### config.mk
export PLATFORM = sky130hd
export DESIGN_NAME = irq_mask_select
export DESIGN_NICKNAME = d
export VERILOG_FILES = /design/src/rtl/irq_sel_pkg.sv /design/src/rtl/irq_sel_datapath.sv /design/src/rtl/irq_sel_ctrl.sv /design/src/rtl/irq_mask_select.sv
export SDC_FILE = /design/constraint.sdc
export NUM_CORES = 1
export LEC_CHECK = 0
export ABC_CLOCK_PERIOD_IN_PS = 16700
export BUFFER_PORTS_ARGS = -buffer_cell sky130_fd_sc_hd__buf_4
export CAP_MARGIN = 5
export CORE_ASPECT_RATIO = 0.7
export CORE_MARGIN = 2
export CORE_UTILIZATION = 50
export DETAILED_ROUTE_END_ITERATION = 8
export PLACE_DENSITY = 0.71
export SLEW_MARGIN = 10
export SYNTH_ARGS = -nofsm -noshare
export SYNTH_HDL_FRONTEND = slang
export SYNTH_SLANG_ARGS = --single-unit
### constraint.sdc
create_clock -name clk -period 16.7 [get_ports clk]
set_input_delay 4.175 -clock clk [delete_from_list [all_inputs] [get_ports clk]]
set_output_delay 4.175 -clock clk [all_outputs]
set_load 0.02 [all_outputs]
### src/rtl/irq_sel_pkg.sv
package irq_sel_pkg;
  // Write strobes handed from the control to the datapath
  typedef struct packed {
    logic       prioWe;
    logic       maskWe;
    logic [7:0] wrByte;
  } ctrlStrobes_t;

  localparam int PRIO_FIELD_W = 8;
endpackage

### src/rtl/irq_sel_datapath.sv
module irq_sel_datapath
  import irq_sel_pkg::*;
#(
  parameter int NUM_LINES = 8,
  parameter int PRIO_BITS = 4,
  localparam int IDX_W = (NUM_LINES > 1) ? $clog2(NUM_LINES) : 1
) (
  input  logic                 clk,
  input  logic                 rstN,
  input  ctrlStrobes_t         strobes,
  input  logic [IDX_W-1:0]     wrIdx,
  input  logic [NUM_LINES-1:0] pendReq,
  input  logic                 activeValid,
  input  logic [7:0]           activePrio,
  input  logic [IDX_W-1:0]     prioRdIdx,
  output logic [7:0]           prioRdData,
  output logic [7:0]           maskRdData,
  output logic                 winValid,
  output logic [IDX_W-1:0]     winIdx,
  output logic [7:0]           winPrio
);
  localparam int LOW_W = PRIO_FIELD_W - PRIO_BITS;

  logic [PRIO_BITS-1:0] prioStore [NUM_LINES];
  logic [PRIO_BITS-1:0] maskStore;
  logic [7:0]           prioFull  [NUM_LINES];
  logic [7:0]           maskFull;
  logic [8:0]           activeLim;
  logic [NUM_LINES-1:0] eligible;

  assign maskFull  = 8'(maskStore) << LOW_W;
  assign activeLim = activeValid ? {1'b0, activePrio} : 9'h100;

  always_ff @(posedge clk or negedge rstN) begin
    if (!rstN) maskStore <= '0;
    else if (strobes.maskWe) maskStore <= strobes.wrByte[7 -: PRIO_BITS];
  end

  for (genvar g = 0; g < NUM_LINES; g++) begin : g_line
    always_ff @(posedge clk or negedge rstN) begin
      if (!rstN) prioStore[g] <= '0;
      else if (strobes.prioWe && (int'(wrIdx) == g))
        prioStore[g] <= strobes.wrByte[7 -: PRIO_BITS];
    end

    assign prioFull[g] = 8'(prioStore[g]) << LOW_W;

    assign eligible[g] = pendReq[g]
                       && !((maskFull != 8'h00) && (prioFull[g] >= maskFull))
                       && ({1'b0, prioFull[g]} < activeLim);
  end

  always_comb begin
    prioRdData = 8'h00;
    if (int'(prioRdIdx) < NUM_LINES) prioRdData = prioFull[prioRdIdx];
  end

  assign maskRdData = maskFull;

  // Scan from the top line down so that ties resolve to the lowest line
  always_comb begin
    winValid = 1'b0;
    winIdx   = '0;
    winPrio  = 8'h00;
    for (int i = NUM_LINES - 1; i >= 0; i--) begin
      if (eligible[i] && (!winValid || (prioFull[i] <= winPrio))) begin
        winValid = 1'b1;
        winIdx   = IDX_W'(i);
        winPrio  = prioFull[i];
      end
    end
  end
endmodule

### src/rtl/irq_sel_ctrl.sv
module irq_sel_ctrl
  import irq_sel_pkg::*;
#(
  parameter int NUM_LINES = 8,
  localparam int IDX_W = (NUM_LINES > 1) ? $clog2(NUM_LINES) : 1
) (
  input  logic             clk,
  input  logic             rstN,
  input  logic             prioWrEn,
  input  logic [IDX_W-1:0] prioWrIdx,
  input  logic [7:0]       prioWrData,
  input  logic             maskWrEn,
  input  logic [7:0]       maskWrData,
  input  logic             winValid,
  input  logic [IDX_W-1:0] winIdx,
  input  logic [7:0]       winPrio,
  output ctrlStrobes_t     strobes,
  output logic [IDX_W-1:0] wrIdx,
  output logic             takeIrq,
  output logic [IDX_W-1:0] takeIdx,
  output logic [7:0]       takePrio
);
  logic idxInRange;

  assign idxInRange = int'(prioWrIdx) < NUM_LINES;

  // A threshold write wins the shared data byte if both arrive together
  always_comb begin
    strobes.maskWe = maskWrEn;
    strobes.prioWe = prioWrEn && idxInRange && !maskWrEn;
    strobes.wrByte = maskWrEn ? maskWrData : prioWrData;
  end

  assign wrIdx = prioWrIdx;

  // One-cycle strobe; the cycle after it gives the core time to update
  always_ff @(posedge clk or negedge rstN) begin
    if (!rstN) begin
      takeIrq  <= 1'b0;
      takeIdx  <= '0;
      takePrio <= 8'h00;
    end else if (winValid && !takeIrq) begin
      takeIrq  <= 1'b1;
      takeIdx  <= winIdx;
      takePrio <= winPrio;
    end else begin
      takeIrq  <= 1'b0;
      takeIdx  <= '0;
      takePrio <= 8'h00;
    end
  end
endmodule

### src/rtl/irq_mask_select.sv
module irq_mask_select
  import irq_sel_pkg::*;
#(
  parameter int NUM_LINES = 8,
  parameter int PRIO_BITS = 4,
  localparam int IDX_W = (NUM_LINES > 1) ? $clog2(NUM_LINES) : 1
) (
  input  logic                 clk,
  input  logic                 rstN,
  input  logic [NUM_LINES-1:0] pendReq,
  input  logic                 prioWrEn,
  input  logic [IDX_W-1:0]     prioWrIdx,
  input  logic [7:0]           prioWrData,
  input  logic [IDX_W-1:0]     prioRdIdx,
  output logic [7:0]           prioRdData,
  input  logic                 maskWrEn,
  input  logic [7:0]           maskWrData,
  output logic [7:0]           maskRdData,
  input  logic                 activeValid,
  input  logic [7:0]           activePrio,
  output logic                 takeIrq,
  output logic [IDX_W-1:0]     takeIdx,
  output logic [7:0]           takePrio
);
  ctrlStrobes_t     strobes;
  logic [IDX_W-1:0] wrIdx;
  logic             winValid;
  logic [IDX_W-1:0] winIdx;
  logic [7:0]       winPrio;

  irq_sel_ctrl #(.NUM_LINES(NUM_LINES)) u_ctrl (
    .clk(clk), .rstN(rstN),
    .prioWrEn(prioWrEn), .prioWrIdx(prioWrIdx), .prioWrData(prioWrData),
    .maskWrEn(maskWrEn), .maskWrData(maskWrData),
    .winValid(winValid), .winIdx(winIdx), .winPrio(winPrio),
    .strobes(strobes), .wrIdx(wrIdx),
    .takeIrq(takeIrq), .takeIdx(takeIdx), .takePrio(takePrio)
  );

  irq_sel_datapath #(.NUM_LINES(NUM_LINES), .PRIO_BITS(PRIO_BITS)) u_dp (
    .clk(clk), .rstN(rstN),
    .strobes(strobes), .wrIdx(wrIdx),
    .pendReq(pendReq), .activeValid(activeValid), .activePrio(activePrio),
    .prioRdIdx(prioRdIdx), .prioRdData(prioRdData), .maskRdData(maskRdData),
    .winValid(winValid), .winIdx(winIdx), .winPrio(winPrio)
  );
endmodule

==> metrics.csv <==
stage,metric,value,unit
status,status,"finished, final reports clean",
critical_path,start_kind,input pin,
synth,synth_cells,509,
cts,clockRootBuffer,clkbuf_16,
timing,finClkSkew,0.002495,ns
final_layout,nets,691,
synth,yosysTopAreaCellShare,0.2401,
final_layout,layout_commonest_cell,ha_1,
placed_design,dp.cells,673,
timing,fin_tns_setup,0,ns
timing,hold_violations,0,
placed_design,place_congestion,0.9201,
floorplan,fp.coreArea,0.009180,sq mm
placed_design,dp_hpwl,10.58,mm
critical_path,worstPathRequired,16.91,ns
grt,grt_pass1_vias,4084,
detailed_routing,wl_per_cell,19.74,um
critical_path,cp_common_cell,ha_1,
synth,syn_area_per_cell,9.420,sq um
timing,final_max_slew_viol_count,0,
synth,ys_seq_area_frac,0.2296,
pwr,ir_drop,81.50,uV
synth,ys_ff_latch,44,
detailed_routing,drt-pass1-iter-count,5,
timing,min_period_over_period,0.9405,
final_layout,syn_to_final_growth,12.71,%
synth,synthArstFlopShare,1.000,
final_layout,layout_common_cells,"92 x ha_1, 52 x buf_4, 47 x nand2_1",
grt,antenna_found_initial,0,
floorplan,die_area,0.01040,sq mm
timing,period_needed,15.71,ns
synth,yosysWarnings,0,
job,maxCapViolCount,0,
timing,max-slew-margin-rel,0.4040,
synth,synth_ff_type,dfrtp_1,
cts,cts-root-to-sink-buffers,2,
synth,yosys.area.top_type,ha_1,
detailed_routing,drt_iter0_markers,259,
critical_path,crit_fanout,18,
worst_hold_path,min_path_type,reg -> reg,
timing,grt_setup_unrepaired,no,
final_layout,diodes,0,
cts,cts_hold_buf,0,
floorplan,die_w,121.0,um
detailed_routing,wl,13.44,mm
detailed_routing,drc_errors,0,
final_layout,finalNonFillerCells,681,
detailed_routing,ant_nets,0,
grt,gr-total-overflow,0,
cts,htree_levels,2,
critical_path,slowest_stage,a211oi_4,
cts,cts_buffers,5,
timing,worst_slew_pin_slew,0.8921,ns
pwr,power_density,143.3,mW/mm^2
synth,synth_enable_flop_cells,0,
critical_path,cp_data_arrival_time,15.91,ns
final_layout,drive_above_1_share,0.1921,
cts,cts_tree,yes,
pwr,p_leak,2.551,nW
floorplan,initial_core_util,0.5223,
grt,track_usage,0.2662,
cts,clkLatencyLatePin,0.29,ns
timing,setup_viol,0,
synth,ys_types,75,
critical_path,cp-end-kind,flip-flop,
cts,post_cts_buffers,0,
cts,clkSlewWorstSetupHoldPaths,0.06,ns
placed_design,io_buffers,50,
floorplan,io_pins,71,
critical_path,crit_type,in -> reg,
final_layout,nFillCells,820,
synth,syn-cell-area,0.004795,sq mm
cts,cts.sinks,44,
timing,fmax,63.67,MHz
detailed_routing,via_per_inst,6.204,
grt,grt_start_max_net_pins,45,
final_layout,fin_util,0.5887,
critical_path,critPathMaxStageDelay,0.39,ns
floorplan,die_height,85.93,um
synth,yosys-top-cells-area,"ha_1 24%, dfrtp_1 23%, mux4_2 3.8%, nand2_1 3.8%, a21oi_1 3.5%",
floorplan,row_count,29,
detailed_routing,vias,4225,
grt,grt_pass1_wl,21.40,mm
## metal layers
layer	global-route usage	vias to the layer above	routed length, um
li1	-	2002	-
met4	0.05603	0	176
met1	0.3882	2039	6227
met2	0.4188	161	5978
met3	0.04056	23	1061
met5	0	-	0
## cell usage after synthesis, types with 4 or more instances
library cell / count
o211a_1: 7
ha_1: 92
a21oi_1: 34
o21a_1: 9
nand2_1: 48
mux2_2: 5
a22oi_1: 6
o21ai_2: 4
mux4_2: 8
nand3_1: 7
a21o_1: 10
dfrtp_1: 44
inv_1: 22
nor2_1: 32
o21bai_1: 4
mux2i_1: 5
nor3_1: 5
nand4_1: 4
nor2b_1: 7
nand2b_1: 10
nor3b_1: 4
a21boi_1: 5
buf_4: 15
a21boi_0: 4
and3_1: 5
o21ai_0: 34
a31oi_1: 4
## cells by family (layout without fill, tap and decap cells)
| group | after synthesis | count (layout) | synth area share |
|---|---|---|---|
| compound gates | 165 | 165 | 0.2591 |
| mux | 21 | 21 | 0.06915 |
| other cells | 1 | 12 | 0.0007821 |
| flops | 44 | 44 | 0.2296 |
| fa+ha+maj | 92 | 92 | 0.2401 |
| simple gates | 141 | 141 | 0.1490 |
| buf+inv | 45 | 82 | 0.05219 |
## per-stage QoR
| step | area, sq um | hold WS, ns | setup WS (ns) | power (mW) |
|---|---|---|---|---|
| floorplan | 4836 | 0.5141 | 1.692 | 0.5297 |
| global placement | 5214 | 0.5008 | 0.9506 | 0.6272 |
| detailed placement | 5214 | 0.5109 | 0.6020 | 0.6549 |
| CTS | 5368 | 0.5132 | 0.8836 | 0.7602 |
| global route | 5404 | 0.5955 | 0.08320 | 0.8417 |
| finish | 5404 | 0.5541 | 0.9937 | 0.7746 |
## state kept, by name, summed over array words and instances, names as in the netlist
| register | cells |
|---|---|
| u_ctrl.takePrio | 4 |
| u_ctrl.takeIdx | 3 |
| u_ctrl.takeIrq | 1 |
| u_dp.prioFull | 32 |
| u_dp.maskStore | 4 |
## worst paths after layout
kind / from / to / slack (ns) / depth (start not counted)
max in group asynchronous: rstN / u_dp.prioFull[4]$_DFFE_PN0P_ / 12.45 / 1
min: u_ctrl.takeIrq$_DFF_PN0_ / u_ctrl.takeIrq$_DFF_PN0_ / 0.55 / 1
min in group asynchronous: rstN / u_dp.prioFull[45]$_DFFE_PN0P_ / 3.87 / 1
max reg2reg: u_dp.maskStore[0]$_DFFE_PN0P_ / u_ctrl.takePrio[4]$_DFF_PN0_ / 4.14 / 63
max: activeValid / u_ctrl.takePrio[4]$_DFF_PN0_ / 0.99 / 65
min reg2reg: u_ctrl.takeIrq$_DFF_PN0_ / u_ctrl.takeIrq$_DFF_PN0_ / 0.55 / 1
## where the power goes
part | switching, mW | internal [mW]
Combinational | 0.266 | 0.221
Sequential | 0.0531 | 0.132
Clock | 0.0436 | 0.0596
Total | 0.362 | 0.412
## final cells by class
type,instances,area (sq um),share of cell area
Clock buffer,6,138.9,0.02570
Multi-Input combinational cell,431,3521,0.6515
Inverter,22,82.58,0.01528
Sequential cell,44,1101,0.2038
Clock inverter,2,15.01,0.002778
Timing Repair Buffer,52,390.4,0.07224
Tap cell,124,155.1,0.02871
## critical path, delay by kind of cell
kind	cells	cell delay (ns)
fa+ha+maj	8	2.43
mux	1	0.36
compound gates	36	6.17
buf+inv	4	0.66
simple gates	16	2.09
## timing repair
action                                 CTS  global route
endpoints found under the hold margin    0             0
setup endpoints to repair                0             7
resized for setup                        0             6
(Power assumes the default switching activity.)
